$ cat src/rtl/sarEmcsPkg.sv
package sarEmcsPkg;

  typedef enum logic [1:0] {
    DRV_CM = 2'b00,
    DRV_LO = 2'b01,
    DRV_HI = 2'b10
  } drive_e;

  typedef struct packed {
    logic firstBit;
    logic laterBit;
    logic lastBit;
  } strobe_t;

endpackage

$ cat src/rtl/sarEmcsCtrl.sv
module sarEmcsCtrl
  import sarEmcsPkg::*;
#(
  parameter int N    = 10,
  parameter int IDXW = (N > 1) ? $clog2(N) : 1
) (
  input  logic            clk,
  input  logic            rst,
  input  logic            start,
  output strobe_t         strb,
  output logic [IDXW-1:0] stepIdx
);

  localparam logic [IDXW-1:0] LAST_IDX = IDXW'(N - 1);

  logic busyQ;

  always_ff @(posedge clk) begin
    if (rst) begin
      busyQ   <= 1'b0;
      stepIdx <= '0;
    end else if (!busyQ) begin
      if (start) begin
        busyQ   <= 1'b1;
        stepIdx <= '0;
      end
    end else begin
      if (stepIdx == LAST_IDX) begin
        busyQ   <= 1'b0;
        stepIdx <= '0;
      end else begin
        stepIdx <= stepIdx + 1'b1;
      end
    end
  end

  always_comb begin
    strb.firstBit = busyQ && (stepIdx == '0);
    strb.laterBit = busyQ && (stepIdx != '0);
    strb.lastBit  = busyQ && (stepIdx == LAST_IDX);
  end

endmodule

$ cat src/rtl/sarEmcsDatapath.sv
module sarEmcsDatapath
  import sarEmcsPkg::*;
#(
  parameter int N    = 10,
  parameter int IDXW = (N > 1) ? $clog2(N) : 1
) (
  input  logic            clk,
  input  logic            rst,
  input  logic            comp,
  input  strobe_t         strb,
  input  logic [IDXW-1:0] stepIdx,
  output logic [2*N-1:0]  capDrive,
  output logic [N-1:0]    code,
  output logic            done
);

  drive_e   capQ   [N];
  drive_e   capNxt [N];
  logic     b1Q;
  logic     curB1;
  drive_e   pol;
  logic [N-1:0] codeNxt;

  // First decision is live in its own cycle, registered afterwards
  assign curB1 = strb.firstBit ? comp : b1Q;
  assign pol   = curB1 ? DRV_HI : DRV_LO;

  for (genvar i = 0; i < N; i++) begin : g_cap
    always_comb begin
      capNxt[i] = capQ[i];
      if (strb.firstBit && (i == 0))
        capNxt[i] = pol;
      if (strb.laterBit && (int'(stepIdx) == i))
        capNxt[i] = pol;
      if (strb.laterBit && (int'(stepIdx) == i + 1) && (comp != curB1))
        capNxt[i] = DRV_CM;
    end

    always_ff @(posedge clk) begin
      if (rst || strb.lastBit) capQ[i] <= DRV_CM;
      else                     capQ[i] <= capNxt[i];
    end

    assign capDrive[2*i +: 2] = capQ[i];

    if (i < N - 1) begin : g_bit
      assign codeNxt[N-2-i] = (capNxt[i] == pol) ? curB1 : ~curB1;
    end
  end

  assign codeNxt[N-1] = curB1;

  always_ff @(posedge clk) begin
    if (rst) begin
      b1Q  <= 1'b0;
      code <= '0;
      done <= 1'b0;
    end else begin
      done <= strb.lastBit;
      if (strb.firstBit) b1Q  <= comp;
      if (strb.lastBit)  code <= codeNxt;
    end
  end

endmodule

$ cat src/rtl/sarEmcsTop.sv
module sarEmcsTop
  import sarEmcsPkg::*;
#(
  parameter int N = 10
) (
  input  logic           clk,
  input  logic           rst,
  input  logic           start,
  input  logic           comp,
  output logic [2*N-1:0] capDrive,
  output logic           done,
  output logic [N-1:0]   code
);

  localparam int IDXW = (N > 1) ? $clog2(N) : 1;

  strobe_t         strb;
  logic [IDXW-1:0] stepIdx;

  sarEmcsCtrl #(.N(N), .IDXW(IDXW)) u_ctrl (
    .clk     (clk),
    .rst     (rst),
    .start   (start),
    .strb    (strb),
    .stepIdx (stepIdx)
  );

  sarEmcsDatapath #(.N(N), .IDXW(IDXW)) u_dp (
    .clk      (clk),
    .rst      (rst),
    .comp     (comp),
    .strb     (strb),
    .stepIdx  (stepIdx),
    .capDrive (capDrive),
    .code     (code),
    .done     (done)
  );

endmodule

$ cat config.mk
export PLATFORM = sky130hd
export DESIGN_NAME = sarEmcsTop
export DESIGN_NICKNAME = d
export VERILOG_FILES = /design/src/rtl/sarEmcsPkg.sv /design/src/rtl/sarEmcsCtrl.sv /design/src/rtl/sarEmcsDatapath.sv /design/src/rtl/sarEmcsTop.sv
export SDC_FILE = /design/constraint.sdc
export NUM_CORES = 1
export LEC_CHECK = 0
export BUFFER_PORTS_ARGS = -buffer_cell sky130_fd_sc_hd__clkbuf_2
export CORE_MARGIN = 1
export CORE_UTILIZATION = 46
export DETAILED_ROUTE_END_ITERATION = 8
export GPL_ROUTABILITY_DRIVEN = 0
export PLACE_DENSITY_LB_ADDON = 0.12
export SYNTH_ARGS = -nofsm -noshare
export SYNTH_HDL_FRONTEND = slang
export SYNTH_HIERARCHICAL = 1
export SYNTH_SLANG_ARGS = --single-unit
$ cat constraint.sdc
create_clock -name clk -period 3.3 [get_ports clk]
set_clock_uncertainty 0.2 [all_clocks]
set_input_delay 0.165 -clock clk [delete_from_list [all_inputs] [get_ports clk]]
set_output_delay 0.165 -clock clk [all_outputs]
set_load 0.005 [all_outputs]
### After elaboration in Yosys (flattened, before gate mapping)

Memories as Yosys holds them, arrays and structs flattened.
Index checks and enable logic that the tools add are counted.

* add/sub/neg operators: 1
* eq/ne operators: 21
* mux-type cells: 51
* bitwise logic cells: 11
* reductions and logical operators: 29

Operators with widths (number)
* $mux W2: 32
* $eq A4 B4 Y1 const B: 8
* $logic_and A1 B1 Y1: 24
* $eq A2 B2 Y1: 9
* $mux W1: 16
* $mux W4: 3
* $or A1 B1 Y1: 10
* $eq A4 B3 Y1 const B: 2
* $logic_not A4 Y1: 2
* $add A4 B1 Y4 const B: 1
* $eq A4 B2 Y1 const B: 1
* $reduce_bool A4 Y1: 1
* $reduce_bool A2 Y1: 1
* $logic_or A1 B1 Y1: 1
* $ne A1 B1 Y1: 1
* $not A1 Y1: 1

* register bits after elaboration: 17
* memory bits (writable): 20
* output and inout bits: 31
* word-level logic and storage cells: 119
* memories: 1

Memory list
* u_dp.capQ: depth 10, bits a word 2, read ports 10, clocked after Yosys merged registers in 0, write ports 10, line sarEmcsDatapath.sv:17 `drive_e capQ [N];`

### Longest topological paths before layout

Gate-level depths: netlist (run 1).

* word-level depth: 9
* depth in mapped cells: 10

### Cells and area by module

The synthesis (run 1) kept the hierarchy.

Modules (own cells, without submodules)
* sarEmcsDatapath: times used 1, cells an instance 220, area each 1704.1 um2, seq. area each 640.6 um2
* sarEmcsCtrl: times used 1, cells an instance 35, area each 304.0 um2, seq. area each 100.1 um2

### Least setup slack after synthesis (run 1)

No wires, ideal clock.

* path type: register to register
* from: reg u_ctrl.stepIdx[0]
* to: reg u_dp.code[8]
* library setup time: 0.134 ns
* arrival time: 2.129 ns
* slack: 0.837 ns
* cell stages (with the launch flop): 11
* path buffers: 1
* clock period less this slack: 2.463 ns
* cell sequence: dfxtp_1 inv_1 ha_1 nand2b_1 o21a_1 or4b_1 buf_2 a21oi_1 nor3b_1 a221oi_1 o211ai_1

RTL lines
* start: declaration: line sarEmcsCtrl.sv:11 `output logic [IDXW-1:0] stepIdx`
* start signal: assignment: line sarEmcsCtrl.sv:32 `stepIdx <= stepIdx + 1'b1;`
* end signal: assignment: line sarEmcsDatapath.sv:61 `if (strb.lastBit) code <= codeNxt;`
* end: declaration: line sarEmcsDatapath.sv:13 `output logic [N-1:0] code,`

==> results of run 1 <==
[synth_stat cells, types with 4 or more instances]
cell / instances / area share, %
nand3_1: 5 / 1.2
clkbuf_1: 10 / 1.9
nand2b_1: 9 / 2.8
dfxtp_1: 37 / 37
mux2i_1: 6 / 3.0
inv_1: 8 / 1.5
nor2_1: 43 / 8.0
o22ai_1: 6 / 1.9
a211oi_1: 4 / 1.5
a221o_1: 4 / 2.0
a21oi_1: 13 / 3.2
o21ai_0: 11 / 2.7
nor3_1: 15 / 3.7
nand2_1: 19 / 3.6
a21o_1: 4 / 1.5
[routing by layer]
metal,vias up,GRT usage (%),wire length [um]
li1,991,-,-
met2,53,39.6,2340
met1,880,29.9,2250
met4,0,9.38,85
met5,-,0,0
met3,9,5.00,296
[final timing paths]
path | from | end | slack [ns] | depth (start not counted)
max reg2reg | u_ctrl/stepIdx[1] | u_dp/code[8] | 0.58 | 9
min | rst | u_ctrl/stepIdx[0] | 0.07 | 2
max | u_ctrl/stepIdx[1] | u_dp/code[8] | 0.58 | 9
min reg2reg | u_dp/code[9] | u_dp/code[9] | 0.25 | 2
[state kept, by name, indices dropped and copies added, names as in the netlist]
register        flops
u_dp/capQ          20
u_dp/b1Q            1
u_ctrl/stepIdx      4
u_ctrl/busyQ        1
u_dp/done           1
u_dp/code          10
[stage by stage]
step | instance area (um^2) | instances | total power [uW]
floorplan | 2010 | 255 | 542
global placement | 2200 | 327 | 566
detailed placement | 2200 | 327 | 567
CTS | 2300 | 335 | 884
global route | 2300 | 335 | 910
finish | 2300 | 335 | 876
[worst max-delay path: stages (launching register included)]
cell and delay (ns):
dfxtp_1 0.49, inv_1 0.10, ha_1 0.19, nand2b_1 0.09, o21a_1 0.23, or4b_1 0.63
a21oi_1 0.18, nor3b_1 0.07, a221oi_1 0.28, o211ai_1 0.14
[layout make-up]
| type | instances | share of cell area (%) |
|---|---|---|
| timing repair buffer | 40 | 9.47 |
| tap | 50 | 2.72 |
| inverter | 8 | 1.31 |
| sequential | 37 | 32.2 |
| multi-input combinational | 193 | 50.5 |
| clock buffer | 7 | 3.75 |
[power groups by stage]
| stage | clock, uW | sequential (uW) | combinational [uW] |
|---|---|---|---|
| floorplan | 0 | 467 | 75.6 |
| global placement | 0 | 468 | 97.9 |
| detailed placement | 0 | 468 | 98.5 |
| CTS | 326 | 458 | 100 |
| global route | 340 | 459 | 111 |
| finish | 318 | 458 | 100 |
[timing repair]
item,in CTS,in global routing
hold buffers,1,0
setup buffers,0,0
endpoints found under the hold margin,2,0
[kinds of logic after synthesis]
group	synth area share, %
AND/OR/NAND/NOR	29.6
buffers and inverters	5.23
adder cells (fa/ha/maj)	1.87
XOR/XNOR	0.872
AO/OA/AOI/OAI	22.0
flip-flops	36.9
multiplexers	3.55
==> reports/results.txt, run 1 <==
Yosys reg bits: 37
area delta synth->final: 14.5%
Max H-tree Level: 2
Final Setup Violations: 0
critical path data required time: 3.27 ns
antenna-violating nets left: 0
DP Wirelength: 3390 um
max-slew violations: 0
RSZ-0062 raised after global routing: no
first-pass GRT wire length: 8080 um
sw frac: 25.8%
Arr. time, crit path: 2.69 ns
clock power share: 36.2%
total CTS buffers: 5
Core ar.: 0.00409 mm^2
WS Path Type: flop to flop
PortBufs: 34
final core occ: 56.3%
status: complete, no violations
Mapped Area: 0.00201 mm^2
crit share post-route: 82.4%
CTS tree: built
Clock transition at path regs: 0.07 ns
post-detailed-routing wire length: 4960 um
largest net degree at the start of global routing: 28
worst-margin pin slew: 0.751 ns
Yosys Warn Count: 6
GRT Total Usage: 23.9%
most common library cell in the layout ignoring fill and taps: nor2_1
CTS max path bufs: 2
Post-Syn Area per Cell: 7.88 um^2
Reg area: 741 um^2
cts repair resizes: 0
Site Rows: 23
most frequent cells in the layout: 43 x nor2_1, 37 x dfxtp_1, 34 x clkbuf_2
final global-route overflow total: 0
DRT iter0 DRCs: 140
startpoint types: flop
Min-Delay Path Class: input pin to flop
Max Clk Rate: 368 MHz
Final Hold Vio Count: 0
setup TNS: 0 ns
# fillers: 409
initial antenna violation count: 0
unique cell type count in the Yosys netlist: 52
post-route worst setup slack: 0.580 ns
leakage power: 0.000903 uW
max-cap violations: 0
minimum clock period after layout: 2.72 ns
Clock Latency Late Sink: 0.29 ns
Clock Tree Root: clkbuf_8
die area: 0.00463 mm^2
diode count: 0
Via density: 5.77
Post-Syn Nets: 262
Initial Util: 49.1%
worst hold slack: 0.0665 ns
multi-input logic area: 0.00116 mm^2
Place WS: 0.606 ns
CP Capture Type: flop
Syn Inst Count: 255
vias in the first global route: 1744
P_sw: 226 uW
wire per inst: 14.8 um
Seq/Total Area, Yosys: 36.9%
layout cell share with drive strength beyond 1: 18.2%
Die H: 68.1 um
CP Max Fanout: 11
Slew headroom: 49.5%
DRC: 0
ys async rst share: 0%
combinational share of power: 11.5%
clock sinks: 37
EDFF count, synth: 0
Die Wd: 68.1 um
ys flop type: dfxtp_1
I/O pin cnt: 35
nets: 292
Int Power: 650 uW
vias post-DR: 1933
DR pass1 iterations: 4
pwr dens: 381 mW/mm^2
Flop pwr share: 52.3%
Max rail drop VDD: 0.000215 V
Note: power is estimated with default switching activity, not from simulation.
==> inputs of run 2 (changes only) <==
Clock period 3.3 ns to 2.75 ns, I/O delays scaled along.
==> reports/results.txt, run 2 (same netlist as run 1, synthesis figures left out) <==
DRT iter0 DRCs: 184
I/O pin cnt: 35
leakage power: 0.000985 uW
Arr. time, crit path: 2.47 ns
met2 WL: 2360 um
total CTS buffers: 5
biggest registers after layout: u_dp/capQ: 20 flops, u_dp/code: 10 flops, u_ctrl/stepIdx: 4 flops
multi-input logic area: 0.00116 mm^2
reg2reg setup slack: 0.24 ns
pwr dens: 479 mW/mm^2
Die Wd: 68.1 um
GRT Total Usage: 24.3%
WS Path Type: flop to flop
Final Setup Violations: 0
setup TNS: 0 ns
met3 WL: 192 um
Metal-1 WL: 2550 um
CTS tree: built
wire per inst: 14.7 um
diode count: 0
top sig layer: met4
DRC: 0
area delta synth->final: 20.9%
RSZ-0062 raised after global routing: no
placed inst area: 0.00230 mm^2
reg2reg end: u_dp/code[8]
max-cap violations: 0
Flop pwr share: 47.2%
PortBufs: 34
first-pass GRT wire length: 8310 um
Core ar.: 0.00409 mm^2
most frequent cells in the layout: 43 x nor2_1, 37 x dfxtp_1, 34 x clkbuf_2
clock sinks: 37
Int Power: 883 uW
Final Cell Area: 0.00243 mm^2
Die H: 68.1 um
Initial Util: 49.1%
post-detailed-routing wire length: 5130 um
DR pass1 iterations: 4
Site Rows: 23
P_sw: 281 uW
clock power share: 41.7%
Min-Delay Path Class: input pin to flop
worst-margin pin slew: 0.615 ns
Reg area: 741 um^2
status: complete, no violations
Clock transition at path regs: 0.07 ns
DP Wirelength: 3550 um
Max H-tree Level: 2
max FFs per register: 20
sw frac: 24.1%
minimum clock period after layout: 2.51 ns
initial antenna violation count: 0
largest register by flop count: u_dp/capQ
layout cell share with drive strength beyond 1: 22.1%
Via density: 5.72
Slew headroom: 58.8%
critical path data required time: 2.71 ns
# fillers: 397
Setup crit end: u_dp/code[8]
origin of the critical flop-to-flop path: u_ctrl/stepIdx[1]
startpoint types: flop
largest net degree at the start of global routing: 28
Max rail drop VDD: 0.000341 V
max-slew violations: 0
Max Clk Rate: 398 MHz
crit share post-route: 91.3%
Setup crit start: u_ctrl/stepIdx[1]
Worst Reg2Reg Path Length in Cells: 9
CTS max path bufs: 2
nets: 305
CP Capture Type: flop
Final Hold Vio Count: 0
final core occ: 59.4%
Clock Tree Root: clkbuf_8
cts repair resizes: 0
CP Max Fanout: 10
most common library cell in the layout ignoring fill and taps: nor2_1
vias in the first global route: 1774
die area: 0.00463 mm^2
final global-route overflow total: 0
Tot Pwr: 1160 uW
antenna-violating nets left: 0
combinational share of power: 11.1%
Clock Latency Late Sink: 0.28 ns
vias post-DR: 1997
worst hold slack: 0.0548 ns
-- run 2: power groups by stage --
| stage | clock (uW) | sequential, uW | combinational [uW] |
|---|---|---|---|
| 2_1_floorplan | 0 | 560 | 90.7 |
| 3_3_place_gp | 0 | 561 | 125 |
| 3_5_place_dp | 0 | 561 | 125 |
| 4_1_cts | 502 | 548 | 127 |
| 5_1_grt | 521 | 550 | 142 |
| 6_report | 485 | 549 | 130 |
-- run 2: worst min-delay path by stage --
| stage | from | end | slack [ns] | depth (start not counted) |
|---|---|---|---|---|
| after CTS | rst | u_ctrl/stepIdx[0] | 0.03 | 2 |
| final | rst | u_ctrl/stepIdx[0] | 0.05 | 2 |
| after global placement | u_dp/code[9] | u_dp/code[9] | 0.24 | 2 |
| after floorplan | rst | u_ctrl/stepIdx[0] | 0.007 | 1 |
| after global routing | rst | u_ctrl/stepIdx[0] | 0.07 | 2 |
| after detailed placement | u_dp/code[9] | u_dp/code[9] | 0.24 | 2 |
-- run 2: routing by layer --
metal  up-vias  global-route usage, %
met4         0                   7.03
met5         -                      0
met2        44                   41.1
li1       1002                      -
met3         2                   4.50
met1       949                   31.0
-- run 2: cell type report --
class | instances | share of cell area (%)
clock buffer | 7 | 3.56
clock inverter | 1 | 1.24
inverter | 8 | 1.24
multi-input combinational | 193 | 47.9
sequential | 37 | 30.5
tap | 50 | 2.58
timing repair buffer | 53 | 13.0
-- run 2: stage by stage --
stage	setup WS, ns	cells
floorplan	0.287	255
global placement	0.306	340
detailed placement	0.264	340
CTS	0.246	349
global route	0.0616	349
finish	0.240	349
-- run 2: repair_timing --
action,4_1_cts,5_1_grt
hold endpoints to repair,2,0
setup endpoints to repair,0,0
setup buffers,0,0
hold buffers,1,0
-- run 2: worst max-delay path, stage by stage, from the launching register on --
cell,delay (ns)
dfxtp_1,0.33
inv_1,0.06
ha_1,0.18
nand2b_1,0.09
o21a_1,0.23
or4b_1,0.64
a21oi_1,0.19
nor3b_1,0.06
a221oi_1,0.28
o211ai_1,0.14
